`src/rtl/cfe_pkg.sv`:
```
package cfe_pkg;
  // Field qualifier vector layout (order is internal only)
  localparam int NUM_FLD      = 8;
  localparam int FLD_SOF      = 0;
  localparam int FLD_ARB      = 1;
  localparam int FLD_ACK_SLOT = 2;
  localparam int FLD_CRC_DLM  = 3;
  localparam int FLD_ACK_DLM  = 4;
  localparam int FLD_EOF      = 5;
  localparam int FLD_IFS      = 6;
  localparam int FLD_STUFF    = 7;

  // Fields in which a dominant sample is a form violation
  localparam logic [NUM_FLD-1:0] FORM_MASK_DEF =
    (NUM_FLD'(1) << FLD_CRC_DLM) | (NUM_FLD'(1) << FLD_ACK_DLM) |
    (NUM_FLD'(1) << FLD_EOF)     | (NUM_FLD'(1) << FLD_IFS);

  localparam logic DOMINANT  = 1'b0;
  localparam logic RECESSIVE = 1'b1;

  typedef struct packed {
    logic ack;
    logic form;
    logic bit_e;
    logic stuff;
  } err_vec_t;
endpackage

```
`src/rtl/cfe_tx_mon.sv`:
```
module cfe_tx_mon
  import cfe_pkg::*;
(
  input  logic clk,
  input  logic rst,
  input  logic stb,
  input  logic is_tx,
  input  logic tx_bit,
  input  logic rx_bit,
  input  logic in_arb,
  input  logic in_ack_slot,
  output logic ack_hit,
  output logic bit_hit
);
  logic mismatch;
  logic lost_arb_or_acked;

  always_comb begin
    mismatch          = (tx_bit != rx_bit);
    lost_arb_or_acked = (tx_bit == RECESSIVE) && (rx_bit == DOMINANT) &&
                        (in_arb || in_ack_slot);
    ack_hit = stb && is_tx && in_ack_slot && (rx_bit == RECESSIVE);
    bit_hit = stb && is_tx && mismatch && !lost_arb_or_acked;
  end

  // receiver role never produces a transmit-side hit
  p_rx_silent_r7: assert property (@(posedge clk) disable iff (rst)
    !is_tx |-> !(ack_hit || bit_hit));
endmodule

```
`src/rtl/cfe_form_chk.sv`:
```
module cfe_form_chk
  import cfe_pkg::*;
#(
  parameter int                NFLD      = NUM_FLD,
  parameter logic [NFLD-1:0]   FORM_MASK = FORM_MASK_DEF
)(
  input  logic            clk,
  input  logic            rst,
  input  logic            stb,
  input  logic            rx_bit,
  input  logic [NFLD-1:0] fld,
  output logic            form_hit
);
  logic [NFLD-1:0] fixed_fld;

  for (genvar g = 0; g < NFLD; g++) begin : g_fld
    assign fixed_fld[g] = fld[g] & FORM_MASK[g];
  end

  assign form_hit = stb && (rx_bit == DOMINANT) && (|fixed_fld);

  // a recessive sample never forms a form violation
  p_form_needs_dom_r4: assert property (@(posedge clk) disable iff (rst)
    (rx_bit == RECESSIVE) |-> !form_hit);
endmodule

```
`src/rtl/cfe_stuff_chk.sv`:
```
module cfe_stuff_chk
  import cfe_pkg::*;
#(
  parameter int RUN_LIMIT = 6
)(
  input  logic clk,
  input  logic rst,
  input  logic stb,
  input  logic rx_bit,
  input  logic in_sof,
  input  logic in_stuff,
  output logic stuff_hit
);
  localparam int CNT_W = $clog2(RUN_LIMIT + 1);
  localparam logic [CNT_W-1:0] LIM     = CNT_W'(RUN_LIMIT);
  localparam logic [CNT_W-1:0] LIM_M1  = CNT_W'(RUN_LIMIT - 1);

  logic [CNT_W-1:0] run_cnt;
  logic             run_val;
  logic             same;

  assign same      = (run_cnt != '0) && (rx_bit == run_val) && !in_sof;
  assign stuff_hit = stb && in_stuff && same && (run_cnt == LIM_M1);

  always_ff @(posedge clk) begin
    if (rst) begin
      run_cnt <= '0;
      run_val <= RECESSIVE;
    end else if (stb) begin
      if (!in_stuff) begin
        run_cnt <= '0;
      end else begin
        run_val <= rx_bit;
        if (!same)               run_cnt <= CNT_W'(1);
        else if (run_cnt != LIM) run_cnt <= run_cnt + 1'b1;
      end
    end
  end

  // the run count never goes past the limit
  p_run_bound_r9: assert property (@(posedge clk) disable iff (rst)
    run_cnt <= LIM);
  // start of frame restarts the run at one
  p_sof_restart_r8: assert property (@(posedge clk) disable iff (rst)
    (stb && in_stuff && in_sof) |=> (run_cnt == CNT_W'(1)));
  // no strobe, no change of run state
  p_hold_r11: assert property (@(posedge clk) disable iff (rst)
    !stb |=> $stable(run_cnt));
endmodule

```
`src/rtl/can_frame_err_det.sv`:
```
module can_frame_err_det
  import cfe_pkg::*;
#(
  parameter int RUN_LIMIT = 6
)(
  input  logic clk,
  input  logic rst,
  input  logic smp_stb_i,
  input  logic tx_bit_i,
  input  logic rx_bit_i,
  input  logic is_tx_i,
  input  logic in_sof_i,
  input  logic in_arb_i,
  input  logic in_ack_slot_i,
  input  logic in_crc_dlm_i,
  input  logic in_ack_dlm_i,
  input  logic in_eof_i,
  input  logic in_ifs_i,
  input  logic in_stuffed_i,
  output logic ack_err_o,
  output logic form_err_o,
  output logic bit_err_o,
  output logic stuff_err_o,
  output logic errfrm_req_o
);
  logic [NUM_FLD-1:0] fld;
  err_vec_t           hit;
  err_vec_t           err_q;
  logic               req_q;

  always_comb begin
    fld               = '0;
    fld[FLD_SOF]      = in_sof_i;
    fld[FLD_ARB]      = in_arb_i;
    fld[FLD_ACK_SLOT] = in_ack_slot_i;
    fld[FLD_CRC_DLM]  = in_crc_dlm_i;
    fld[FLD_ACK_DLM]  = in_ack_dlm_i;
    fld[FLD_EOF]      = in_eof_i;
    fld[FLD_IFS]      = in_ifs_i;
    fld[FLD_STUFF]    = in_stuffed_i;
  end

  cfe_tx_mon u_tx_mon (
    .clk(clk), .rst(rst), .stb(smp_stb_i), .is_tx(is_tx_i),
    .tx_bit(tx_bit_i), .rx_bit(rx_bit_i),
    .in_arb(fld[FLD_ARB]), .in_ack_slot(fld[FLD_ACK_SLOT]),
    .ack_hit(hit.ack), .bit_hit(hit.bit_e)
  );

  cfe_form_chk #(.NFLD(NUM_FLD), .FORM_MASK(FORM_MASK_DEF)) u_form (
    .clk(clk), .rst(rst), .stb(smp_stb_i), .rx_bit(rx_bit_i),
    .fld(fld), .form_hit(hit.form)
  );

  cfe_stuff_chk #(.RUN_LIMIT(RUN_LIMIT)) u_stuff (
    .clk(clk), .rst(rst), .stb(smp_stb_i), .rx_bit(rx_bit_i),
    .in_sof(fld[FLD_SOF]), .in_stuff(fld[FLD_STUFF]),
    .stuff_hit(hit.stuff)
  );

  always_ff @(posedge clk) begin
    if (rst) begin
      err_q <= '0;
      req_q <= 1'b0;
    end else begin
      err_q <= hit;
      req_q <= |hit;
    end
  end

  assign ack_err_o    = err_q.ack;
  assign form_err_o   = err_q.form;
  assign bit_err_o    = err_q.bit_e;
  assign stuff_err_o  = err_q.stuff;
  assign errfrm_req_o = req_q;

  // every error pulse follows a strobe
  p_after_stb_r1: assert property (@(posedge clk) disable iff (rst)
    errfrm_req_o |-> $past(smp_stb_i));
  // receiver role gives no acknowledge error
  p_rx_no_ack_r3: assert property (@(posedge clk) disable iff (rst)
    !$past(is_tx_i) |-> !ack_err_o);
  // lost arbitration or a received acknowledge is not a bit error
  p_arb_exempt_r6: assert property (@(posedge clk) disable iff (rst)
    $past(smp_stb_i && (in_arb_i || in_ack_slot_i) && tx_bit_i && !rx_bit_i)
    |-> !bit_err_o);
  // form error only after a dominant sample
  p_form_dom_r4: assert property (@(posedge clk) disable iff (rst)
    form_err_o |-> !$past(rx_bit_i));
  // request present iff some error is present
  p_req_any_r10: assert property (@(posedge clk) disable iff (rst)
    errfrm_req_o == (ack_err_o || form_err_o || bit_err_o || stuff_err_o));
  // no strobe, no request
  p_quiet_r11: assert property (@(posedge clk) disable iff (rst)
    !$past(smp_stb_i) |-> !errfrm_req_o);
endmodule

```
`config.mk`:
```
export PLATFORM = sky130hd
export DESIGN_NAME = can_frame_err_det
export DESIGN_NICKNAME = d
export VERILOG_FILES = /design/src/rtl/cfe_pkg.sv /design/src/rtl/cfe_tx_mon.sv /design/src/rtl/cfe_form_chk.sv /design/src/rtl/cfe_stuff_chk.sv /design/src/rtl/can_frame_err_det.sv
export SDC_FILE = /design/constraint.sdc
export NUM_CORES = 1
export LEC_CHECK = 0
export CORE_AREA = 5 5 42 44
export DETAILED_ROUTE_END_ITERATION = 10
export DIE_AREA = 0 0 47 49
export GPL_TIMING_DRIVEN = 0
export PLACE_DENSITY = 0.67
export SLEW_MARGIN = 30
export SYNTH_ARGS = -nofsm -noshare
export SYNTH_HDL_FRONTEND = slang
export SYNTH_SLANG_ARGS = --single-unit
```
`constraint.sdc`:
```
create_clock -name clk -period 1.7 [get_ports clk]
set_clock_uncertainty 0.15 [all_clocks]
set_input_delay 0.425 -clock clk [delete_from_list [all_inputs] [get_ports clk]]
set_output_delay 0.425 -clock clk [all_outputs]
set_load 0.01 [all_outputs]
```
Yosys cells after proc, flatten, opt, wreduce, memory -nomap -nowiden
Index checks and enable logic that the tools add are counted.
Word-level totals
  bits in registers: 9
  input bits: 14
Operators by class
  add/subtract/negate cells: 1
  equal/unequal tests: 5
  mux-type cells: 3
  bitwise logic cells: 1
  reduce and logical (&&, ||, !) cells: 22
Operators by type and width (number)
  $logic_and A1 B1 Y1: 14
  $mux W3: 3
  $reduce_or A4 Y1: 2
  $ne A3 B3 Y1 const B: 2
  $reduce_and A2 Y1: 2
  $add A3 B1 Y3 const B: 1
  $eq A3 B3 Y1 const B: 1
  $reduce_bool A3 Y1: 1
  $logic_not A1 Y1: 2
  $eq A1 B1 Y1: 1
  $logic_or A1 B1 Y1: 1
  $ne A1 B1 Y1: 1
  $not A1 Y1: 1

Longest topological paths before layout
  word-level depth: 6
  mapped depth: 6
  gate-level depth less buffers: 6

Modules after synthesis
From an unflattened synthesis, not the netlist that was laid out.
Second synthesis, totals
  cells, all modules: 54
  area total of the unflattened synthesis: 500.5 um^2
Modules (own cells, without submodules)
  cfe_stuff_chk: instances 1, cells an instance 36, area an instance 310.3 um^2, seq. area each 80.1 um^2
  can_frame_err_det: instances 1, cells an instance 11, area an instance 135.1 um^2, seq. area each 100.1 um^2
  cfe_tx_mon: instances 1, cells an instance 5, area an instance 41.3 um^2, seq. area each 0.0 um^2
  cfe_form_chk: instances 1, cells an instance 2, area an instance 13.8 um^2, seq. area each 0.0 um^2

Worst setup path before layout
Ideal clock, no wire load.
  path type: input port to flip-flop
  start: in rx_bit_i
  end: reg req_q (netlist: errfrm_req_o)
  setup time: 0.077 ns
  data arrival time: 1.308 ns
  required time: 1.473 ns
  slack: 0.165 ns
  cell stages on the path: 3
  path buffers: 0
  path through: xor2_1 -> or4_4 -> a41oi_2
Between the ends
  longest elaborated chain between the ends: 6
  elaborated cells between the ends (all ways): 16
  those cells by class: 2 x eq/ne; 1 x bitwise; 13 x reduce/logical
RTL lines
  start: declaration: RTL line can_frame_err_det.sv:10  | input logic rx_bit_i,
  $eq A1 B1 Y1 / $not A1 Y1 (equally long branches): RTL line cfe_stuff_chk.sv:22, cfe_tx_mon.sv:20, cfe_form_chk.sv:20
  $logic_and A1 B1 Y1, on equally long branches (2 in series): RTL line cfe_stuff_chk.sv:22, cfe_tx_mon.sv:20
  $logic_and A1 B1 Y1 / $logic_not A1 Y1 (equally long branches): RTL line cfe_stuff_chk.sv:23, cfe_tx_mon.sv:23
  $logic_and A1 B1 Y1, on equally long branches: RTL line cfe_stuff_chk.sv:23, cfe_tx_mon.sv:23
  $reduce_or A4 Y1 *: RTL line can_frame_err_det.sv:67  | req_q <= |hit;
  end signal: assignment: RTL line can_frame_err_det.sv:67
  end: declaration: RTL line can_frame_err_det.sv:29  | logic req_q;
Mark *: on every way between the ends. The rest lies on a longest branch, timed or not.
A chain may end at the register's enable or synchronous reset.

Final worst setup path
  start: reg err_q (netlist bit stuff_err_o)
  end: out stuff_err_o
RTL lines
  start: declaration: RTL line can_frame_err_det.sv:28  | err_vec_t err_q;
  start signal: assignment: RTL line can_frame_err_det.sv:66  | err_q <= hit;
  end: declaration: RTL line can_frame_err_det.sv:23  | output logic stuff_err_o,
No word-level cell between the ends.

==> out/metrics.yaml <==
outcome:
  status: "finished, final reports clean"
synthesis:
  ys_seq_elements: 9
  synth_area_leaders: "dfxtp_1 39%, ha_1 13%, nor2_1 5.6%, nand4b_1 3.7%, a41oi_2 3.5%"
  syn_inst: 51
  yosys.area.top_type: "dfxtp_1"
  yosys.area.top_type_share: 0.385
  yosysSeqAreaShare: 0.385
  synth_nets: 70
  ys_warn_count: 0
  syn_avg_cell_area_um2: 9.18
  synthesis.area_um2: 468
  ys_types: 25
finish:
  area.sequential_um2: 180
  nets: 92
  multi_input_area_um2: 294
  final_cell_count_no_fill: 88
  fin_area_um2: 716
  drive_gt1_frac: 0.125
  antenna_cells: 0
  syn_to_final_growth_pct: 52.9
  fillers: 140
critical_path:
  crit_chain: "clkdlybuf4s50_1"
  worst_r2r_path_depth: 3
  end_kind: "output port"
  cp_data_arrival_time_ns: 1.09
  critPathSlowestCell: "clkdlybuf4s50_1"
  cp.depth: 1
  critPathTopFamily: "buffers and inverters"
  required_ns: 1.12
  start_kind: "register"
  slowest_delay_ns: 0.52
  worst-path-buf-inv: 1
  path_max_fanout: 1
  critPathKind: "register to output port"
clock_network:
  cts_buffers: 3
  cts_tree: "done"
  clk-insertion-delay-late_ns: 0.27
  cts.sinks: 9
  clk_pin_slew_ns: 0.06
  clockBufferDepth: 2
  root_buffer: "clkbuf_4"
  h-tree-depth: 1
  cts_hold_buffers: 0
drt:
  wl_met2_um: 546
  wl_met3_um: 66
  dr.max_layer_used: "met4"
  route.antenna.remaining_nets: 0
  vias_per_cell: 4.95
  wirelength_um: 1100
  drtIter0Drc: 2
  remaining_drc_errors: 0
  post_drt_wl_per_cell_um: 12.5
  wl_met1_um: 458
  vias: 436
  firstDrtPassIters: 4
power:
  leakage_uw: 0.000340
  finalPower_uw: 476
  power_density_nw_per_um2: 665
  irDropWorstVdd_v: 0.000465
timing:
  slew_headroom: 0.725
  setup_viol: 0
  whs_ns: 0.342
  tightest_slew_ns: 0.413
  layout_min_cycle_time_ns: 1.67
  finalWorstSetupSlack_ns: 0.0312
  finalHoldViolCount: 0
  drv_slew: 0
  post-route-period-util: 0.982
  rsz0062_at_grt: "false"
  fmax_ghz: 0.599
grt:
  track_usage: 0.112
  grt_start_max_net_pins: 10
  grt_pass1_vias: 414
  antenna_found_initial: 0
  grt_overflow: 0
  grt_pass1_wl_um: 1820
floorplanning:
  fp-row-count: 14
  start_util: 0.334
  die_h_um: 49
  dieWidth_um: 47
  die_area_um2: 2300
  io_pins: 19
  fp.coreArea_um2: 1400
place:
  place.gp.congestion: 0.740
  dpl.cell_count: 84
  numPortBuffers: 17
  dp_slack_ns: -0.403
  placed_area_um2: 658
hold_path:
  hold_path_depth: 2
  hold_class: "register to register"
run:
  maxCapViolations: 0
==> final timing paths <==
path                             end                from  slack [ns]
setup / recovery         stuff_err_o         stuff_err_o        0.03
hold / removal    u_stuff.run_cnt[0]  u_stuff.run_cnt[0]        0.34
setup reg to reg        errfrm_req_o     u_stuff.run_val        0.19
hold reg to reg   u_stuff.run_cnt[0]  u_stuff.run_cnt[0]        0.34
==> Yosys cell counts <==
library cell / count
nand4_1: 1
o31ai_2: 1
o21ai_0: 2
nand2b_1: 1
a211o_1: 1
nor3_1: 1
mux2i_1: 1
or4_1: 1
nand2_1: 4
nand4b_1: 2
a21oi_1: 2
xor2_1: 1
nand3_1: 1
a41oi_2: 1
dfxtp_1: 9
nor2_1: 7
or4_4: 1
inv_1: 3
nor4_1: 1
nor4b_1: 1
o21ai_1: 1
nor2b_1: 1
clkbuf_1: 1
ha_1: 5
a21o_1: 1
==> layer usage <==
layer | global-route usage | up-vias
li1 | - | 225
met1 | 0.137 | 198
met2 | 0.172 | 9
met3 | 0.0221 | 4
met4 | 0.0691 | 0
met5 | 0 | -
==> layout make-up <==
type / instances / area share
multi-input cells: 38 / 0.411
inverters: 3 / 0.0157
plain buffers: 1 / 0.00524
repair buffers: 17 / 0.252
clock buffers: 4 / 0.0367
well taps: 16 / 0.0280
flip-flops and latches: 9 / 0.252
==> cell families (layout without fill, tap and decap cells) <==
family	after synthesis	in the layout	share of synthesized area
compound gates	9	9	0.150
xor+xnor	1	1	0.0187
fa+ha+maj	5	5	0.134
buf+inv	4	25	0.0321
flops	9	9	0.385
mux	1	1	0.0214
simple gates	22	22	0.259
==> flip-flops by register name (all words and copies together) (netlist names) <==
| name | cells |
|---|---|
| form_err_o | 1 |
| ack_err_o | 1 |
| errfrm_req_o | 1 |
| u_stuff.run_cnt | 3 |
| bit_err_o | 1 |
| u_stuff.run_val | 1 |
| stuff_err_o | 1 |
==> cells in the final DEF (no fill, tap or decap), types with 2 or more instances in the layout <==
cell             synthesis  final
clkdlybuf4s50_1          0     10
dfxtp_1                  9      9
nor2_1                   7      7
ha_1                     5      5
dlymetal6s2s_1           0      5
inv_1                    3      3
nand2_1                  4      3
clkbuf_4                 0      3
clkbuf_1                 1      2
o21ai_0                  2      2
nand4b_1                 2      2
a21oi_1                  2      2
dlygate4sd2_1            0      2
==> where the power goes <==
| group | switching [µW] | internal [µW] |
|---|---|---|
| sequential | 3.59 | 217 |
| clock | 85.0 | 90.8 |
| combinational | 36.2 | 42.9 |
| total | 125 | 351 |
==> stage by stage <==
stage          setup TNS [ns]  utilization
2_1_floorplan               0            -
3_3_place_gp            -1.97        0.470
3_5_place_dp            -2.04        0.470
4_1_cts                     0        0.498
5_1_grt                     0        0.511
6_report                    0        0.511
==> repair_timing <==
action                                 4_1_cts  5_1_grt
pin swaps                                    0        1
endpoints found under the hold margin        0        0
buffers inserted                             0        0
setup endpoints to repair                    5        7
gates resized for setup                      4        7
Power figures use the tool's default switching activity.
